$ cat config.mk
export PLATFORM = sky130hd
export DESIGN_NAME = irq_fiq_router
export DESIGN_NICKNAME = d
export VERILOG_FILES = /design/src/rtl/irq_route_pkg.sv /design/src/rtl/irq_pend_bank.sv /design/src/rtl/irq_group_map.sv /design/src/rtl/irq_vec_pick.sv /design/src/rtl/irq_fiq_router.sv
export SDC_FILE = /design/constraint.sdc
export NUM_CORES = 1
export LEC_CHECK = 0
export BUFFER_PORTS_ARGS = -buffer_cell sky130_fd_sc_hd__buf_2
export CAP_MARGIN = 0
export CORE_MARGIN = 4
export CORE_UTILIZATION = 41
export DETAILED_ROUTE_END_ITERATION = 8
export PLACE_DENSITY = 0.76
export SYNTH_ARGS = -nofsm -noshare
export SYNTH_HDL_FRONTEND = slang
export SYNTH_SLANG_ARGS = --single-unit
$ cat constraint.sdc
create_clock -name clk -period 2.8 [get_ports clk]
set_input_delay 0.42 -clock clk [delete_from_list [all_inputs] [get_ports clk]]
set_output_delay 0.42 -clock clk [all_outputs]
set_load 0.02 [all_outputs]
$ cat src/rtl/irq_route_pkg.sv
package irq_route_pkg;
    localparam int SRC_W  = 16;
    localparam int LINE_N = 8;
    localparam int SEL_W  = 3;
    localparam int VEC_W  = 16;

    localparam logic [SRC_W-1:0] IMPL_MASK = 16'h3FFB;

    localparam int B_TB2  = 0;
    localparam int B_TB1  = 1;
    localparam int B_T4HZ = 3;
    localparam int B_T1K  = 4;
    localparam int B_T2K  = 5;
    localparam int B_T4K  = 6;
    localparam int B_KEY  = 7;
    localparam int B_UART = 8;
    localparam int B_EXT1 = 9;
    localparam int B_TMRB = 10;
    localparam int B_TMRA = 11;
    localparam int B_EXT2 = 12;
    localparam int B_ADC  = 13;

    localparam logic [SEL_W-1:0] SEL_PPU  = 3'd0;
    localparam logic [SEL_W-1:0] SEL_SPU  = 3'd1;
    localparam logic [SEL_W-1:0] SEL_TMRA = 3'd2;
    localparam logic [SEL_W-1:0] SEL_TMRB = 3'd3;
    localparam logic [SEL_W-1:0] SEL_UART = 3'd4;
    localparam logic [SEL_W-1:0] SEL_EXT  = 3'd5;
    localparam logic [SEL_W-1:0] SEL_ADC  = 3'd6;

    localparam logic [VEC_W-1:0] VEC_LINE0 = 16'hFFF8;
    localparam logic [VEC_W-1:0] VEC_FAST  = 16'hFFF6;
endpackage

$ cat src/rtl/irq_pend_bank.sv
module irq_pend_bank
    import irq_route_pkg::*;
(
    input  logic             clk,
    input  logic             rst_n,
    input  logic [SRC_W-1:0] src_in,
    input  logic             en_wr,
    input  logic [SRC_W-1:0] en_wdata,
    input  logic             clr_wr,
    input  logic [SRC_W-1:0] clr_wdata,
    output logic [SRC_W-1:0] enable_q,
    output logic [SRC_W-1:0] status_q,
    output logic [SRC_W-1:0] active
);
    logic [SRC_W-1:0] src_d;
    logic [SRC_W-1:0] rise;
    logic [SRC_W-1:0] wipe;

    assign rise   = src_in & ~src_d & IMPL_MASK;
    assign wipe   = clr_wr ? clr_wdata : '0;
    assign active = status_q & enable_q;

    always_ff @(posedge clk or negedge rst_n) begin
        if (!rst_n) begin
            src_d    <= '0;
            status_q <= '0;
            enable_q <= '0;
        end else begin
            src_d    <= src_in;
            // a fresh edge outranks a clear on the same bit
            status_q <= (status_q & ~wipe) | rise;
            if (en_wr) begin
                enable_q <= en_wdata & IMPL_MASK;
            end
        end
    end
endmodule

$ cat src/rtl/irq_group_map.sv
module irq_group_map
    import irq_route_pkg::*;
(
    input  logic [SRC_W-1:0]  active,
    input  logic              ppu_req,
    input  logic              spu_req,
    input  logic              beat_req,
    input  logic [SEL_W-1:0]  fiq_sel,
    output logic [LINE_N-1:0] lines,
    output logic              fast
);
    logic g_tmra, g_tmrb, g_uart, g_adc, g_ext;
    logic unused_bits;

    assign g_tmra = active[B_TMRA];
    assign g_tmrb = active[B_TMRB];
    assign g_uart = active[B_UART];
    assign g_adc  = active[B_ADC];
    assign g_ext  = active[B_EXT1] | active[B_EXT2];
    assign unused_bits = ^{active[15:14], active[2]};

    always_comb begin
        lines    = '0;
        lines[0] = ppu_req & (fiq_sel != SEL_PPU);
        lines[1] = spu_req & (fiq_sel != SEL_SPU);
        lines[2] = (g_tmra & (fiq_sel != SEL_TMRA)) |
                   (g_tmrb & (fiq_sel != SEL_TMRB));
        lines[3] = (g_uart & (fiq_sel != SEL_UART)) |
                   (g_adc  & (fiq_sel != SEL_ADC));
        lines[4] = beat_req;
        lines[5] = g_ext & (fiq_sel != SEL_EXT);
        lines[6] = active[B_T4K] | active[B_T2K] | active[B_T1K];
        lines[7] = active[B_KEY] | active[B_T4HZ] | active[B_TB1] | active[B_TB2];

        unique case (fiq_sel)
            SEL_PPU:  fast = ppu_req;
            SEL_SPU:  fast = spu_req;
            SEL_TMRA: fast = g_tmra;
            SEL_TMRB: fast = g_tmrb;
            SEL_UART: fast = g_uart;
            SEL_EXT:  fast = g_ext;
            SEL_ADC:  fast = g_adc;
            default:  fast = 1'b0;
        endcase
    end
endmodule

$ cat src/rtl/irq_vec_pick.sv
module irq_vec_pick
    import irq_route_pkg::*;
(
    input  logic [LINE_N-1:0] lines,
    input  logic              fast,
    output logic [VEC_W-1:0]  vec
);
    always_comb begin
        vec = '0;
        for (int i = LINE_N - 1; i >= 0; i--) begin
            if (lines[i]) begin
                vec = VEC_LINE0 + VEC_W'(i);
            end
        end
        if (fast) begin
            vec = VEC_FAST;
        end
    end
endmodule

$ cat src/rtl/irq_fiq_router.sv
module irq_fiq_router
    import irq_route_pkg::*;
(
    input  logic              clk,
    input  logic              rst_n,
    input  logic [SRC_W-1:0]  src_in,
    input  logic              ppu_req,
    input  logic              spu_req,
    input  logic              beat_req,
    input  logic              en_wr,
    input  logic [SRC_W-1:0]  en_wdata,
    input  logic              clr_wr,
    input  logic [SRC_W-1:0]  clr_wdata,
    input  logic [SEL_W-1:0]  fiq_sel,
    output logic [SRC_W-1:0]  enable_o,
    output logic [SRC_W-1:0]  status_o,
    output logic [LINE_N-1:0] irq_o,
    output logic              fiq_o,
    output logic [VEC_W-1:0]  vec_o
);
    logic [SRC_W-1:0]  active;
    logic [LINE_N-1:0] lines_c;
    logic              fast_c;
    logic [VEC_W-1:0]  vec_c;

    irq_pend_bank u_bank (
        .clk       (clk),
        .rst_n     (rst_n),
        .src_in    (src_in),
        .en_wr     (en_wr),
        .en_wdata  (en_wdata),
        .clr_wr    (clr_wr),
        .clr_wdata (clr_wdata),
        .enable_q  (enable_o),
        .status_q  (status_o),
        .active    (active)
    );

    irq_group_map u_map (
        .active   (active),
        .ppu_req  (ppu_req),
        .spu_req  (spu_req),
        .beat_req (beat_req),
        .fiq_sel  (fiq_sel),
        .lines    (lines_c),
        .fast     (fast_c)
    );

    irq_vec_pick u_pick (
        .lines (lines_c),
        .fast  (fast_c),
        .vec   (vec_c)
    );

    always_ff @(posedge clk or negedge rst_n) begin
        if (!rst_n) begin
            irq_o <= '0;
            fiq_o <= 1'b0;
            vec_o <= '0;
        end else begin
            irq_o <= lines_c;
            fiq_o <= fast_c;
            vec_o <= vec_c;
        end
    end
endmodule

==> reports/metrics.yaml, run 1 <==
outcome:
  status: "completed"
clock_network:
  postCtsSetupRepairBufs: 0
  h-tree-depth: 2
  clock_latency_ps: 300
  cts_resized: 0
  clk_pin_slew_ps: 100
  cts_tree: "built"
  cts_root_buf: "clkbuf_8"
  numCtsBuffers: 5
  cts.sinks: 56
  hold_buffers: 0
  cts_buffer_depth: 2
synthesis:
  synth_cell_type_count: 36
  ys_ff_latch: 56
  synth_common_cells: "dfrtp_1 (56), nand2_1 (30), inv_1 (17)"
  syn_inst: 194
  synth_area_leaders: "dfrtp_1 (62%), mux2_2 (6.5%), buf_4 (5.0%)"
  post_synth.cell_area_avg_sq_um: 11.7
  synth_edf_count: 0
  ys_seq_area_frac: 0.619
  yosysTopAreaCellShare: 0.619
  synth-async-reset-ratio: 1.00
  synth_warnings: 0
  yosys.area.top_type: "dfrtp_1"
  ys.flop_type: "dfrtp_1"
  syn_area_sq_mm: 0.00226
  synth.most_common_cell: "dfrtp_1"
cells_and_area:
  post_route_cells_drive_above_1_share: 0.443
  syn_to_final_growth_pct: 27.0
  multi_input_area_sq_um: 678
  n_antenna_cell: 0
  nFillCells: 475
  final_util: 0.549
  regArea_sq_mm: 0.00140
  finalInstanceArea_sq_mm: 0.00288
  final-instance-count-excl-fill: 361
  fin_nets: 348
power_and_ir_drop:
  p_leak_nw: 1.47
  vdd.ir_drop.worst_uv: 336
  power_density_mw_per_mm2: 627
placement:
  place.port_buffers: 105
  hpwl_um: 3810
  gp_congestion: 0.792
  place_inst: 353
  placed_cell_area_sq_mm: 0.00276
timing:
  worst_slew_pin_slew_ps: 677
  clock.fmax_mhz: 577
  period_needed_ps: 1730
  slew_headroom: 0.548
  post-route-period-util: 0.619
  hold_viol_final: 0
  drv_slew: 0
  final.setup.tns_ps: 0
  hold_ws_ps: 227
  setup_viol: 0
  fin_skew_ps: 8.20
  rsz0062_at_grt: "false"
critical_path:
  rrSetupSlack_ps: 1070
  startpoint_type: "flip-flop"
  worstReg2RegStart: "u_bank.status_q[6]$_DFF_PN0_"
  crit_required_ps: 3050
  reg2reg_to: "vec_o[0]$_DFF_PN0_"
  worst-setup-path-type: "reg2reg"
  worstPathArrival_ps: 1980
  crit_path_max_fanout: 3
  ff2ff_path_depth: 4
  endpoint_kind: "flip-flop"
global_route:
  grt_pass1_wl_um: 7540
  grt_overflow: 0
  grt_max_degree: 57
  grt_use_total: 0.148
  grt_antenna_before_repair: 0
  grt_pass1_vias: 1620
die:
  die_h_um: 82.3
  io_pins: 115
  die_w_um: 82.3
  initial_utilization: 0.432
  rows: 26
  core_area_sq_mm: 0.00524
  dieArea_sq_mm: 0.00678
drt:
  firstDrtPassIters: 4
  vias_per_cell: 4.70
  totalWireLength_um: 4930
  wl_per_cell_um: 13.7
  first_iter_violations: 71
  via_count: 1698
  antenna_left: 0
  drcViolationCount: 0
run:
  drv_cap: 0
worst_hold_path:
  hold_class: "in2async"
==> layout by cell type, fill, tap and decap left out, types with 2 or more instances in the layout <==
| cell type | netlist | routed |
|---|---|---|
| a21boi_0 | 4 | 4 |
| a21oi_1 | 3 | 3 |
| a22oi_1 | 4 | 4 |
| and4b_1 | 2 | 2 |
| buf_2 | 1 | 105 |
| clkbuf_8 | 0 | 5 |
| conb_1 | 1 | 3 |
| dfrtp_1 | 56 | 56 |
| inv_1 | 17 | 17 |
| mux2_2 | 13 | 13 |
| nand2_1 | 30 | 30 |
| nand2b_1 | 2 | 2 |
| nand3_1 | 5 | 5 |
| nor2_1 | 2 | 2 |
| nor2b_1 | 2 | 2 |
| nor3_1 | 2 | 2 |
| o21ai_0 | 15 | 15 |
==> where the power goes <==
group,internal [mW],total (mW),switching [mW]
registers,0.884,0.930,0.0459
clock network,0.265,0.514,0.249
logic,0.136,0.358,0.222
total,1.28,1.80,0.517
==> flip-flops by register name (all words and copies together) (netlist names) <==
register and count:
vec_o 5, fiq_o 1, u_bank.enable_q 13, u_bank.status_q 16, irq_o 8, u_bank.src_d 13
==> area by class of cell <==
type                            instances  area share
Sequential cell                        56       0.487
Multi-Input combinational cell        104       0.236
Timing Repair Buffer                  106       0.185
Tap cell                               70      0.0305
Clock buffer                            5      0.0239
Inverter                               17      0.0222
Clock inverter                          3      0.0148
==> worst max-delay path: stages (launching register included) <==
cell	delay (ps)
dfrtp_1	400
a222oi_1	540
a21bo_1	300
a211oi_2	250
o311a_1	190
==> metal layers <==
layer | part of all wire | track usage
met5 | 0 | 0
met4 | 0.0089 | 0.0399
met3 | 0.10 | 0.0553
met2 | 0.49 | 0.242
met1 | 0.40 | 0.185
==> worst max-delay path by stage <==
stage | slack (ps) | from | end
floorplan | 1240 | u_bank.status_q[6]$_DFF_PN0_ | vec_o[0]$_DFF_PN0_
global placement | 1130 | u_bank.status_q[6]$_DFF_PN0_ | vec_o[0]$_DFF_PN0_
detailed placement | 1080 | u_bank.status_q[6]$_DFF_PN0_ | vec_o[2]$_DFF_PN0_
CTS | 1050 | u_bank.status_q[6]$_DFF_PN0_ | vec_o[0]$_DFF_PN0_
global route | 880 | u_bank.status_q[6]$_DFF_PN0_ | vec_o[2]$_DFF_PN0_
finish | 1070 | u_bank.status_q[6]$_DFF_PN0_ | vec_o[0]$_DFF_PN0_
==> kinds of logic (layout without fill, tap and decap cells) <==
group	Yosys count	count (layout)	synth area share
AOI/OAI and AO/OA	39	39	0.127
DFF	56	56	0.619
muxes	14	14	0.0691
and+or+nand+nor	48	48	0.0989
other	1	3	0.00166
buffers and inverters	36	131	0.0851
==> through the flow <==
step	worst slack (ps)	power [mW]
floorplan	1240	1.15
global placement	1130	1.30
detailed placement	1080	1.31
CTS	1050	1.83
global route	882	1.90
finish	1070	1.80
No activity file was read; power rests on OpenSTA's default activity.
==> inputs of run 2 (changes only) <==
==> constraint.sdc (replaced) <==
create_clock -name clk -period 1.7 [get_ports clk]
set_input_delay 0.255 -clock clk [delete_from_list [all_inputs] [get_ports clk]]
set_output_delay 0.255 -clock clk [all_outputs]
set_load 0.02 [all_outputs]
==> run 2 against run 1 <==
  * Global-route usage hardly changed
  * Clock skew is 0.72 ps higher
  * Power is 59% higher
  * Flip-flop and latch count stayed put
  * Clock-buffer cell count stayed put
  * Routed wire length hardly changed
  * Combinational power is 68% higher
  * Design area is 0.52% higher
  * Sequential power is 65% higher
  * First-iteration DRC count is 8.5% lower
  * Core utilization is 0.29 points higher
  * Sequential share of layout area is 0.25 points lower
  * Critical path type unchanged
  * Critical endpoint unchanged
  * Highest routed layer unchanged
==> reports/metrics.yaml, run 2 (synthesis results as in run 1) <==
run:
  drv_cap: 0  # unchanged
timing:
  setup_slack_ps: 83.3  # -984 ps
  setup_viol: 0  # unchanged
  hold_viol_final: 0  # unchanged
  rsz0062_at_grt: "false"
  drv_slew: 0  # unchanged
  post-route-period-util: 0.951  # +0.332
  final.setup.tns_ps: 0  # unchanged
  period_needed_ps: 1620  # -116 ps
  fin_skew_ps: 8.92  # +0.724 ps
  clock.fmax_mhz: 619  # +7.1%
global_route:
  grt_pass1_vias: 1649  # +1.8%
  grt_overflow: 0  # unchanged
  grt_max_degree: 57  # unchanged
  grt_use_total: 0.148  # -0.000172
  grt_pass1_wl_um: 7580  # +0.46%
  grt_antenna_before_repair: 0  # unchanged
power_and_ir_drop:
  p_switching_mw: 0.877  # +70%
  power_density_mw_per_mm2: 990  # +58%
  p_leak_nw: 1.48  # +0.65%
  intPower_mw: 1.99  # +55%
  vdd.ir_drop.worst_uv: 726  # +120%
  pwr-share-comb: 0.210  # +0.011
  pwr-share-seq: 0.535  # +0.019
  pwr-share-clk: 0.255  # -0.030
  switching_share: 0.306  # +0.0194
cells_and_area:
  regArea_sq_mm: 0.00140  # unchanged
  nFillCells: 481  # +1.3%
  largest_reg_flops: 16  # unchanged
  final_util: 0.552  # +0.00287
  syn_to_final_growth_pct: 27.6
  final_common_cell: "buf_2"
  reg_top3: "u_bank.status_q x16, u_bank.enable_q x13, u_bank.src_d x13"
  post_route_cells_drive_above_1_share: 0.447  # +0.00380
  top_register: "u_bank.status_q"
  fin_nets: 350  # +0.57%
  final_cell_mix: "buf_2 (105), dfrtp_1 (56), nand2_1 (30), inv_1 (17), o21ai_0 (15)"
  n_antenna_cell: 0  # unchanged
  multi_input_area_sq_um: 683  # +0.74%
die:
  die_w_um: 82.3  # unchanged
  initial_utilization: 0.432  # unchanged
  dieArea_sq_mm: 0.00678  # unchanged
  rows: 26  # unchanged
  core_area_sq_mm: 0.00524  # unchanged
  die_h_um: 82.3  # unchanged
  io_pins: 115  # unchanged
critical_path:
  endpoint_kind: "flip-flop"
  worstPathArrival_ps: 1860  # -120 ps
  crit_path_max_fanout: 3  # unchanged
  crit_required_ps: 1950  # -1100 ps
  worst-setup-path-type: "reg2reg"
  startpoint_type: "flip-flop"
drt:
  drcViolationCount: 0  # unchanged
  antenna_left: 0  # unchanged
  wl_per_cell_um: 13.6  # -0.49%
  via_count: 1709  # +0.65%
  firstDrtPassIters: 4  # unchanged
  first_iter_violations: 65  # -8.5%
  vias_per_cell: 4.71  # about the same
  totalWireLength_um: 4940  # about the same
clock_network:
  cts_buffer_depth: 2  # unchanged
  cts_root_buf: "clkbuf_8"
  clock_latency_ps: 310  # about the same
  h-tree-depth: 2  # unchanged
  numCtsBuffers: 5  # unchanged
  cts.sinks: 56  # unchanged
  clk_pin_slew_ps: 100  # about the same
  cts_tree: "built"
outcome:
  status: "completed"
worst_hold_path:
  hold_class: "in2reg"
placement:
  hpwl_um: 3820  # +0.24%
  post-place-ws_ps: 12.1  # -1070 ps
  place.port_buffers: 105  # unchanged
  gp_congestion: 0.810  # +2.3%
run 2: cell types whose count changed in the layout (fill, tap and decap cells not counted):
cell           change
inv_6              +1
clkinv_4           +1
dlygate4sd3_1      +1
clkinvlp_4         -1
buf_12             +1
bufinv_16          -1
nor3_1             -1
nor3_2             +1
run 2: cell type report:
class / count / area share
tap: 70 / 0.0303
inverter: 17 / 0.0221
multi-input combinational: 104 / 0.236
timing repair buffer: 108 / 0.195
clock buffer: 5 / 0.0238
sequential: 56 / 0.485
clock inverter: 3 / 0.00779
run 2: what timing repair did:
item,in CTS,in global routing
endpoints found under the setup margin,1,3
pin swaps,1,0
hold buffers,1,0
gates resized for setup,0,1
hold endpoints to repair,56,0
buffers inserted,1,0
run 2: path summary, 6_finish.rpt:
path | start | to | slack [ps] | cells after the start
min in group asynchronous | rst_n | u_bank.src_d[0]$_DFF_PN0_ | 460 | 3
hold reg to reg | u_bank.src_d[12]$_DFF_PN0_ | u_bank.status_q[12]$_DFF_PN0_ | 420 | 1
max in group asynchronous | rst_n | vec_o[2]$_DFF_PN0_ | 990 | 3
setup reg to reg | u_bank.enable_q[6]$_DFFE_PN0P_ | vec_o[0]$_DFF_PN0_ | 80 | 5
hold / removal | src_in[3] | u_bank.src_d[3]$_DFF_PN0_ | 60 | 1
setup / recovery | u_bank.enable_q[6]$_DFFE_PN0P_ | vec_o[0]$_DFF_PN0_ | 80 | 5
run 2: worst max-delay path: stages, from the launching register on:
cell and delay, ps:
dfrtp_1 410, a222oi_1 340, buf_4 180, a21bo_1 220, a211oi_2 230, o311a_1 180
run 2: power by group through the flow:
stage | clock network, mW | registers, mW | logic (mW)
3_3_place_gp | 0 | 1.55 | 0.592
2_1_floorplan | 0 | 1.69 | 0.208
4_1_cts | 0.753 | 1.53 | 0.609
5_1_grt | 0.817 | 1.55 | 0.658
6_report | 0.729 | 1.53 | 0.602
3_5_place_dp | 0 | 1.56 | 0.600
run 2: routing by layer:
metal | vias up | GRT usage | part of all wire
met5 | - | 0 | 0
met4 | 0 | 0.0415 | 0.014
met3 | 7 | 0.0510 | 0.099
met2 | 79 | 0.238 | 0.48
met1 | 789 | 0.190 | 0.40
li1 | 834 | - | -
run 2: per-stage QoR:
stage | power (mW) | cells | area, sq um | hold slack (ps)
CTS | 2.90 | 363 | 2890 | 51.9
finish | 2.86 | 363 | 2890 | 56.6
detailed placement | 2.16 | 353 | 2780 | 273
global route | 3.02 | 363 | 2890 | 38.3
floorplan | 1.90 | 196 | 2270 | -40.6
global placement | 2.15 | 353 | 2780 | 274
==> inputs of run 3 (changes only) <==
==> constraint.sdc (replaced) <==
create_clock -name clk -period 1.7 [get_ports clk]
set_input_delay 0 -clock clk [delete_from_list [all_inputs] [get_ports clk]]
set_output_delay 0 -clock clk [all_outputs]
set_load 0.02 [all_outputs]
==> run 3 against run 2 <==
  * Sequential share of layout area decreased by 6.5 points
  * Die area unchanged
  * Via count increased by 14%
  * Non-clock buffer count increased by 45
  * Power increased by 3.4%
  * Clock skew increased by 2.6 ps
  * Flip-flop and latch count unchanged
==> reports/metrics.yaml, run 3 (synthesis results as in run 1) <==
global_route:
  grt_pass1_vias: 1970  # +19%
  grt_use_total: 0.192  # +0.0441
  grt_pass1_wl_um: 9720  # +28%
  grt_antenna_before_repair: 0  # unchanged
  grt_overflow: 0  # unchanged
  grt_max_degree: 33  # -42%
die:
  die_h_um: 82.3  # unchanged
  io_pins: 115  # unchanged
  core_area_sq_mm: 0.00524  # unchanged
  initial_utilization: 0.432  # unchanged
  die_w_um: 82.3  # unchanged
  rows: 26  # unchanged
  dieArea_sq_mm: 0.00678  # unchanged
drt:
  via_count: 1945  # +14%
  totalWireLength_um: 6160  # +25%
  drcViolationCount: 0  # unchanged
  vias_per_cell: 4.77  # +1.3%
  antenna_left: 0  # unchanged
  wl_per_cell_um: 15.1  # +11%
  firstDrtPassIters: 4  # unchanged
  first_iter_violations: 63  # -3.1%
critical_path:
  startpoint_type: "flip-flop"
  worst-setup-path-type: "reg2reg"
  crit_required_ps: 1950  # about the same
  endpoint_kind: "flip-flop"
  crit_path_max_fanout: 3  # unchanged
  worstPathArrival_ps: 1830  # -30 ps
timing:
  setup_viol: 0  # unchanged
  clock.fmax_mhz: 631  # +2.0%
  worst_slew_pin_slew_ps: 587
  drv_slew: 0  # unchanged
  fin_skew_ps: 11.5  # +2.55 ps
  final.setup.tns_ps: 0  # unchanged
  rsz0062_at_grt: "false"
  post-route-period-util: 0.932  # -0.0189
  hold_viol_final: 0  # unchanged
  slew_headroom: 0.609
  period_needed_ps: 1580  # -32.2 ps
cells_and_area:
  final_util: 0.638  # +0.0860
  final_cell_mix: "buf_2 (105), dfrtp_1 (56), dlygate4sd3_1 (46), nand2_1 (30), inv_1 (17)"
  n_antenna_cell: 0  # unchanged
  final-instance-count-excl-fill: 408  # +12%
  nFillCells: 405  # -16%
  final_common_cell: "buf_2"
  fin_nets: 395  # +13%
  finalInstanceArea_sq_mm: 0.00334  # +16%
  top_register: "u_bank.status_q"
  syn_to_final_growth_pct: 47.5
  reg_top3: "u_bank.status_q x16, u_bank.enable_q x13, u_bank.src_d x13"
  largest_reg_flops: 16  # unchanged
  post_route_cells_drive_above_1_share: 0.388  # -0.0595
clock_network:
  clk_pin_slew_ps: 110  # about the same
  cts_buffer_depth: 2  # unchanged
  cts.sinks: 56  # unchanged
  cts_tree: "built"
  clock_latency_ps: 310  # about the same
  numCtsBuffers: 5  # unchanged
  cts_root_buf: "clkbuf_8"
  h-tree-depth: 2  # unchanged
placement:
  place_inst: 354  # +0.28%
  placed_cell_area_sq_mm: 0.00278  # +0.27%
  place.port_buffers: 105  # unchanged
  gp_congestion: 0.807  # -0.41%
  hpwl_um: 3930  # +2.9%
power_and_ir_drop:
  power_density_mw_per_mm2: 886  # -11%
  p_total_mw: 2.96  # +3.4%
  p_leak_nw: 1.67  # +13%
  vdd.ir_drop.worst_uv: 539  # -26%
outcome:
  status: "completed"
run:
  drv_cap: 0  # unchanged
worst_hold_path:
  hold_class: "in2reg"
==> run 3: final cells by class <==
class                      count  area (sq um)  share of cell area
inverter                      17          63.8              0.0191
clock inverter                 3          22.5             0.00674
clock buffer                   5          68.8              0.0206
sequential                    56          1400               0.419
multi-input combinational    104           683               0.204
tap                           70          87.6              0.0262
timing repair buffer         153          1010               0.303
==> run 3: final timing paths <==
kind,from,cells past startpoint,to,slack [ps]
max in group asynchronous,rst_n,3,u_bank.src_d[10]$_DFF_PN0_,880
min reg2reg,u_bank.src_d[12]$_DFF_PN0_,1,u_bank.status_q[12]$_DFF_PN0_,420
min in group asynchronous,rst_n,2,u_bank.status_q[0]$_DFF_PN0_,240
max,u_bank.enable_q[6]$_DFFE_PN0P_,5,vec_o[0]$_DFF_PN0_,120
min,fiq_sel[2],3,irq_o[0]$_DFF_PN0_,50
max reg2reg,u_bank.enable_q[6]$_DFFE_PN0P_,5,vec_o[0]$_DFF_PN0_,120
==> run 3: worst max-delay path, cell delays in order, from the launching register on <==
cell      delay, ps
dfrtp_1         410
a222oi_1        340
buf_4           180
a21bo_1         210
a211oi_2        220
o311a_1         170
==> run 3: where the power goes <==
part           switching, mW  internal, mW
sequential            0.0750          1.46
clock                  0.437         0.296
combinational          0.395         0.302
total                  0.907          2.05
==> run 3: what timing repair did <==
action,CTS,global route
gates resized for setup,0,1
hold endpoints to repair,69,0
endpoints found under the setup margin,0,4
setup buffers,0,0
hold buffers,46,0
==> run 3: metal layers <==
layer	global-route usage	vias to the layer above	routed length (um)
met5	0	-	0
met4	0.0565	0	72
met3	0.0597	6	547
met2	0.349	89	3270
met1	0.215	925	2270
li1	-	925	-
==> run 3: per-stage QoR <==
step	setup slack [ps]	hold WS, ps
4_1_cts	52.3	31.5
2_1_floorplan	140	-296
5_1_grt	4.69	67.1
3_5_place_dp	94.7	35.0
3_3_place_gp	135	29.2
6_report	115	50.3
